$ cat src/rtl/sxl_pkg.sv
package sxl_pkg;

    // Address geometry
    parameter int VA_W    = 32;
    parameter int IDX_W   = 12;
    parameter int ENT_B   = 4;
    // Domain geometry
    parameter int DOM_N   = 16;
    parameter int DSET_W  = 2;
    parameter int AP_W    = 2;

    localparam int OFF_W   = VA_W - IDX_W;
    localparam int ENT_SH  = $clog2(ENT_B);
    localparam int TBL_LSB = IDX_W + ENT_SH;
    localparam int TAG_W   = VA_W - TBL_LSB;
    localparam int DOM_W   = $clog2(DOM_N);
    localparam int DCR_W   = DOM_N * DSET_W;

    // Descriptor field positions (decoded by this block)
    localparam int KIND_LSB = 0;
    localparam int DOM_LSB  = 5;
    localparam int AP_LSB   = 10;
    localparam logic [1:0] KIND_SECTION = 2'b10;

    typedef enum logic [1:0] {
        CAUSE_NONE = 2'b00,
        CAUSE_XLAT = 2'b01,
        CAUSE_DOM  = 2'b10,
        CAUSE_PERM = 2'b11
    } cause_e;

    typedef enum logic [1:0] {
        DSET_DENY   = 2'b00,
        DSET_CLIENT = 2'b01,
        DSET_RSVD   = 2'b10,
        DSET_MGR    = 2'b11
    } dset_e;

    typedef enum logic [1:0] {
        AP_NONE      = 2'b00,
        AP_SUP       = 2'b01,
        AP_SUP_UREAD = 2'b10,
        AP_ALL       = 2'b11
    } ap_e;

    typedef struct packed {
        logic              is_sect;
        logic [IDX_W-1:0]  sect_base;
        logic [DOM_W-1:0]  dom;
        ap_e               ap;
    } sect_t;

    typedef struct packed {
        logic [VA_W-1:0]   va;
        logic              wr;
        logic              usr;
        logic [TAG_W-1:0]  tag;
        logic [DCR_W-1:0]  dcr;
    } xreq_t;

    typedef struct packed {
        logic              fault;
        cause_e            cause;
        logic [VA_W-1:0]   pa;
        logic [DOM_W-1:0]  dom;
    } verdict_t;

    function automatic logic [VA_W-1:0] fetch_addr(
        input logic [TAG_W-1:0] tag,
        input logic [VA_W-1:0]  va
    );
        return {tag, va[VA_W-1:OFF_W], {ENT_SH{1'b0}}};
    endfunction

    function automatic logic ap_allows(input ap_e ap, input logic usr, input logic wr);
        logic ok;
        case (ap)
            AP_NONE:      ok = 1'b0;
            AP_SUP:       ok = !usr;
            AP_SUP_UREAD: ok = !usr || !wr;
            default:      ok = 1'b1;
        endcase
        return ok;
    endfunction

endpackage

$ cat src/rtl/sxl_decode.sv
module sxl_decode
    import sxl_pkg::*;
(
    input  logic [VA_W-1:0] raw,
    output sect_t           ent
);
    always_comb begin
        ent.is_sect   = (raw[KIND_LSB +: 2] == KIND_SECTION);
        ent.sect_base = raw[VA_W-1:OFF_W];
        ent.dom       = raw[DOM_LSB +: DOM_W];
        ent.ap        = ap_e'(raw[AP_LSB +: AP_W]);
    end
endmodule

$ cat src/rtl/sxl_policy.sv
module sxl_policy
    import sxl_pkg::*;
(
    input  sect_t             ent,
    input  logic [OFF_W-1:0]  off,
    input  logic              wr,
    input  logic              usr,
    input  logic [DCR_W-1:0]  dcr,
    output verdict_t          vd
);
    dset_e dset;

    always_comb begin
        dset     = dset_e'(dcr[int'(ent.dom)*DSET_W +: DSET_W]);
        vd       = '0;
        vd.cause = CAUSE_NONE;
        vd.dom   = ent.dom;
        if (!ent.is_sect) begin
            vd.fault = 1'b1;
            vd.cause = CAUSE_XLAT;
            vd.dom   = '0;
        end else begin
            case (dset)
                DSET_MGR: ;
                DSET_CLIENT: begin
                    if (!ap_allows(ent.ap, usr, wr)) begin
                        vd.fault = 1'b1;
                        vd.cause = CAUSE_PERM;
                    end
                end
                default: begin
                    vd.fault = 1'b1;
                    vd.cause = CAUSE_DOM;
                end
            endcase
        end
        if (!vd.fault)
            vd.pa = {ent.sect_base, off};
    end
endmodule

$ cat src/rtl/sxl_walker.sv
module sxl_walker
    import sxl_pkg::*;
(
    input  logic              clk,
    input  logic              rst,
    input  logic              req_valid,
    output logic              req_ready,
    input  logic [VA_W-1:0]   req_vaddr,
    input  logic              req_write,
    input  logic              req_user,
    input  logic [VA_W-1:0]   dir_base,
    input  logic [DCR_W-1:0]  dom_ctrl,
    output logic              mem_rd_valid,
    input  logic              mem_rd_ready,
    output logic [VA_W-1:0]   mem_rd_addr,
    input  logic              mem_rsp_valid,
    output xreq_t             cur,
    output logic              ent_take,
    output logic              rsp_live
);
    typedef enum logic [1:0] {S_IDLE, S_FETCH, S_WAIT, S_DONE} st_e;
    st_e  st, st_n;
    logic accept;

    assign req_ready = (st == S_IDLE) || (st == S_DONE);
    assign accept    = req_valid && req_ready;

    always_comb begin
        st_n = st;
        case (st)
            S_IDLE:  if (accept) st_n = S_FETCH;
            S_FETCH: if (mem_rd_ready) st_n = S_WAIT;
            S_WAIT:  if (mem_rsp_valid) st_n = S_DONE;
            default: st_n = accept ? S_FETCH : S_IDLE;
        endcase
    end

    always_ff @(posedge clk) begin
        if (rst) begin
            st  <= S_IDLE;
            cur <= '0;
        end else begin
            st <= st_n;
            if (accept) begin
                cur.va  <= req_vaddr;
                cur.wr  <= req_write;
                cur.usr <= req_user;
                cur.tag <= dir_base[VA_W-1:TBL_LSB];
                cur.dcr <= dom_ctrl;
            end
        end
    end

    assign mem_rd_valid = (st == S_FETCH);
    assign mem_rd_addr  = fetch_addr(cur.tag, cur.va);
    assign ent_take     = (st == S_WAIT) && mem_rsp_valid;
    assign rsp_live     = (st == S_DONE);
endmodule

$ cat src/rtl/sect_xlate.sv
module sect_xlate
    import sxl_pkg::*;
(
    input  logic              clk,
    input  logic              rst,
    input  logic              req_valid,
    output logic              req_ready,
    input  logic [31:0]       req_vaddr,
    input  logic              req_write,
    input  logic              req_user,
    input  logic [31:0]       dir_base,
    input  logic [31:0]       dom_ctrl,
    output logic              mem_rd_valid,
    input  logic              mem_rd_ready,
    output logic [31:0]       mem_rd_addr,
    input  logic              mem_rsp_valid,
    input  logic [31:0]       mem_rsp_data,
    output logic              rsp_valid,
    output logic              rsp_fault,
    output logic [1:0]        rsp_cause,
    output logic [31:0]       rsp_paddr,
    output logic [31:0]       rsp_vaddr,
    output logic [3:0]        rsp_domain
);
    xreq_t    cur;
    logic     ent_take;
    logic     rsp_live;
    sect_t    ent;
    verdict_t vd, vd_q;

    sxl_walker u_walk (
        .clk          (clk),
        .rst          (rst),
        .req_valid    (req_valid),
        .req_ready    (req_ready),
        .req_vaddr    (req_vaddr),
        .req_write    (req_write),
        .req_user     (req_user),
        .dir_base     (dir_base),
        .dom_ctrl     (dom_ctrl),
        .mem_rd_valid (mem_rd_valid),
        .mem_rd_ready (mem_rd_ready),
        .mem_rd_addr  (mem_rd_addr),
        .mem_rsp_valid(mem_rsp_valid),
        .cur          (cur),
        .ent_take     (ent_take),
        .rsp_live     (rsp_live)
    );

    sxl_decode u_dec (
        .raw (mem_rsp_data),
        .ent (ent)
    );

    sxl_policy u_pol (
        .ent (ent),
        .off (cur.va[OFF_W-1:0]),
        .wr  (cur.wr),
        .usr (cur.usr),
        .dcr (cur.dcr),
        .vd  (vd)
    );

    always_ff @(posedge clk) begin
        if (rst)
            vd_q <= '0;
        else if (ent_take)
            vd_q <= vd;
    end

    assign rsp_valid  = rsp_live;
    assign rsp_fault  = vd_q.fault;
    assign rsp_cause  = vd_q.cause;
    assign rsp_paddr  = vd_q.pa;
    assign rsp_vaddr  = cur.va;
    assign rsp_domain = vd_q.dom;
endmodule

$ cat config.mk
export PLATFORM = sky130hd
export DESIGN_NAME = sect_xlate
export DESIGN_NICKNAME = d
export VERILOG_FILES = /design/src/rtl/sxl_pkg.sv /design/src/rtl/sxl_decode.sv /design/src/rtl/sxl_policy.sv /design/src/rtl/sxl_walker.sv /design/src/rtl/sect_xlate.sv
export SDC_FILE = /design/constraint.sdc
export NUM_CORES = 1
export LEC_CHECK = 0
export CAP_MARGIN = 20
export CORE_ASPECT_RATIO = 1.1
export CORE_UTILIZATION = 40
export DETAILED_ROUTE_END_ITERATION = 7
export HOLD_SLACK_MARGIN = 0.15
export PLACE_DENSITY = 0.76
export SLEW_MARGIN = 5
export SYNTH_ARGS = -nofsm -noshare
export SYNTH_HDL_FRONTEND = slang
export SYNTH_HIERARCHICAL = 1
export SYNTH_SLANG_ARGS = --single-unit
$ cat constraint.sdc
create_clock -name clk -period 4.1 [get_ports clk]
set_clock_uncertainty 0.2 [all_clocks]
set_input_delay 0.615 -clock clk [delete_from_list [all_inputs] [get_ports clk]]
set_output_delay 0.615 -clock clk [all_outputs]
set_load 0.02 [all_outputs]
# [Yosys cells after proc, flatten, opt, wreduce, memory -nomap -nowiden]
# Cells that the tools add are included.
[op_classes] eq_ne=11 shifts=1 n_mux=13 reduce_logical=9
[op_table] op="two-way mux 32 bit" n=1
[op_table] op="indexed part select 32 x 6 -> 2 bit" n=1
[op_table] op="== test 2 bit (second input constant)" n=5
[op_table] op="== test 2 x 1 -> 1 bit (second input constant)" n=3
[op_table] op="two-way mux 2 bit" n=3
[op_table] op="two-way mux 3 bit" n=2
[op_table] op="one-hot mux 2 bit (3 select lines)" n=1
[op_table] op="one-hot mux 3 bit (2 select lines)" n=1
[op_table] op="zero test 2 bit" n=2
[op_table] op="two-way mux 4 bit" n=1
[op_table] op="!= test 2 x 1 -> 1 bit (second input constant)" n=2
[op_table] op="two-way mux 1 bit" n=3
[op_table] op="one-hot mux 1 bit (3 select lines)" n=1
[op_table] op="AND reduction 3 bit" n=1
[op_table] op="logical AND 1 bit" n=2
[op_table] op="zero test 1 bit" n=2
[op_table] op="logical OR 1 bit" n=2
[op_table] op="!= test 2 bit (second input constant)" n=1
[totals] ff_bits=125 inputBits=135 wordCells=44

# [Depth between registers and ports, before layout]
[logic_depth] word_depth=9 mapped_depth=9 ltp_nobuf=6

# [Modules after synthesis]
# The synthesis kept the hierarchy.
[by_module_without_submodules] mod="sxl_walker" n_inst=1 cells_each=420 area_each_um2=3315.7 seq_area_each_um2=1721.7
[by_module_without_submodules] mod="sect_xlate" n_inst=1 cells_each=126 area_each_um2=1400.1 seq_area_each_um2=780.7
[by_module_without_submodules] mod="sxl_policy" n_inst=1 cells_each=109 area_each_um2=762.0 seq_area_each_um2=0.0
[by_module_without_submodules] mod="sxl_decode" n_inst=1 cells_each=19 area_each_um2=148.9 seq_area_each_um2=0.0

# [Worst setup path after synthesis]
# Ideal clock, no wire load.
[synth_timing] kind="input port to flip-flop" startpoint="input port mem_rsp_data[5]" endpoint="register vd_q (netlist bit rsp_paddr[10])" setup_ps=128 arrival_ps=2397 path_slack_ps=1375 path_stages=9 n_path_buf=3 cell_sequence="buf_4 -> buf_6 -> mux4_1 -> mux2_2 -> a221oi_4 -> buf_6 -> nor3_1 -> mux2i_1 -> nor2_1"
[synth_lines] item="start, declared" line="sect_xlate.sv:17" text="input logic [31:0] mem_rsp_data,"
[synth_lines] item="end signal, assigned" line="sect_xlate.sv:68" text="vd_q <= vd;"
[synth_lines] item="end, declared" line="sect_xlate.sv:29" text="verdict_t vd, vd_q;"

==> run metrics <==
EDFF count, synth 0; Mapped Area around 5600 sq um; grt total ovfl 0; Tmin final approximately 3200 ps; post-synthesis async set-or-reset flop share 0; CP Data Required Time approximately 4200 ps; clk root buf clkbuf_16; vias per std cell between 4 and 5; Met3 Wirelength about 1.0 mm; drt first pass iters 4; cell area power density about 550 nW/um^2; post-route setup TNS 0 ps; crit path kind in -> reg; Residual DRC 0; Slew headroom 0.346; CP arrival between 3000 and 4000 ps; hpwl dp 9.13 mm; Area contributors post-synth dfxtp_1, nand2_1, buf_4; Syn Inst Count between 600 and 700; final-layout fill cell count about 1200; actual slew at the worst max-slew pin just under 1000 ps; RSZ-0062 raised after global routing false; top_reg_cell synth dfxtp_1; Critical Path End rsp_paddr[22]; Buf/Inv on CP 2; layout cells sized above 1 0.0559; Syn. warnings 6; max-slew violations 0; final net count 950; status completed; pin count of the biggest net entering global routing 86; Initial DRC Count approximately 290; first-pass GRT wire length 22.2 mm; Initial Util 0.408; CP endpoint kind flip-flop; Core Util, Final 0.581; Max Cap Viol 0; Critical Path Source Type input pin; full die area 14500 sq um; CP Cell Sequence clkdlybuf4s50_1 -> mux4_1 -> mux2_2 -> a221oi_4 -> buf_12 -> nor3_1 -> mux2i_1 -> nor2_1; postcts setup bufs 0; Max Freq just over 0.3 GHz; endpoint of the lowest-slack register-to-register path u_walk/cur[25]; commonest non-fill, non-tap cell in the layout clkdlybuf4s50_1; count of final setup violators 0; Yosys top cell area share 0.445; routed vias a little under 5000; DIE WIDTH between 100 and 150 um; DIE HEIGHT between 100 and 150 um; Seq/Total Area, Yosys 0.445; crit share post-route 0.791; initial antenna violation count 0; RePlAce Congestion approximately 0.73; setup slack, reg-to-reg around 1700 ps; Yosys reg bits approximately 130; Largest delay share family, worst path multiplexers; Worst Hold Class reg -> reg; Peak VDD IR roughly 0.00041 V; Final Hold Viols 0; worst r2r src u_walk/st[0]; metal2 WL roughly 6.7 mm; H-tree depth 4; vias in the first global route roughly 4500; WL final 14.1 mm; clock-pin transition on the worst setup and hold timing paths roughly 50 ps; hold_buf cts 0; core area ~14000 sq um; most frequent cells in the layout clkdlybuf4s50_1, nand2_1, dfxtp_1, a21oi_1, mux2i_1; Skew-Pair Late Insertion Delay around 420 ps; highest metal used met4; Port-buffer cells around 210; Routed wire per std cell around 14 um; TritonCTS clock tree built; # IOs about 240; number of diodes 0; antenna viol nets, final 0; slowest cell on the critical path clkdlybuf4s50_1; area delta synth->final 42.4%; wl on met1 around 6 mm; P_leak between 2 and 3 nW; Max Root-Sink Buffers 2; Cell variety after synth 36; Resized cells post-CTS 0; CTS sink count 125; slowest stage delay, CP between 800 and 900 ps; gr usage total 0.196; worst-path fanout max 32; Levels on crit path 8; cell type with the largest total area after synthesis dfxtp_1; # rows 45; Crit. Startpoint mem_rsp_data[5]; syn avg cell area 8.35 sq um; R2R cell count 6; total power draw around 4.4 mW; Inserted Clock Buffers 17
[per-stage QoR]
stage	cell area, sq um	hold slack (ps)	instances	worst slack (ps)
final	8010	250	1011	856
after global routing	8010	270	1011	720
after CTS	8010	252	1011	891
after detailed placement	7390	243	980	458
after global placement	7390	238	980	496
after floorplan	5630	232	675	1370
[layer usage]
layer  track usage  vias up
li1              -     2435
met1         0.237     2234
met2         0.311      159
met3        0.0693       25
met4        0.0901        0
met5             0        -
[kinds of logic after synthesis]
family,count (synthesis),share of synthesized area
adder cells (fa/ha/maj),4,0.00890
other,1,0.000666
multiplexers,53,0.115
AO/OA/AOI/OAI,96,0.0945
flip-flops,125,0.445
buffers and inverters,105,0.125
AND/OR/NAND/NOR,290,0.211
[worst min-delay path: stages (launching register included)]
cell     delay [ps]
dfxtp_1         300
nand2_1          50
a21oi_1          50
[final cells by class]
type                            count  area, sq um  share of cell area
Multi-Input combinational cell    445         2440               0.304
Clock inverter                      6          105              0.0131
Timing Repair Buffer              217         2190               0.274
Sequential cell                   125         2500               0.312
Tap cell                          188          235              0.0294
Clock buffer                       25          515              0.0644
Inverter                            5         18.8             0.00234
[cell usage after synthesis, types with 4 or more instances]
cell type and instances:
a21oi_1 85, and2_1 4, buf_2 12, buf_4 59, buf_6 5, clkbuf_1 20
dfxtp_1 125, ha_1 4, inv_1 5, mux2i_1 44, mux4_1 7, nand2_1 202
nor2_1 40, nor2b_1 6, nor3_1 31
[report_power, final]
group / switching (mW) / total [mW] / internal (mW)
clock: 0.515 / 1.56 / 1.05
sequential: 0.110 / 1.51 / 1.40
combinational: 0.767 / 1.35 / 0.584
total: 1.39 / 4.42 / 3.03
[worst min-delay path by stage]
stage,start,to,slack [ps],depth (start not counted)
global placement,u_walk/cur[29],u_walk/cur[29],240,2
CTS,u_walk/cur[2],u_walk/cur[2],250,2
detailed placement,u_walk/cur[11],u_walk/cur[11],240,2
global route,u_walk/cur[42],u_walk/cur[42],270,2
floorplan,u_walk/cur[11],u_walk/cur[11],230,2
finish,u_walk/cur[18],u_walk/cur[18],250,2
[sequential cells by signal (all words and copies together), names as in the netlist]
| name | cells |
|---|---|
| rsp_cause | 2 |
| rsp_domain | 4 |
| rsp_fault | 1 |
| rsp_paddr | 32 |
| u_walk/cur | 84 |
| u_walk/st | 2 |
(Power assumes the default switching activity.)
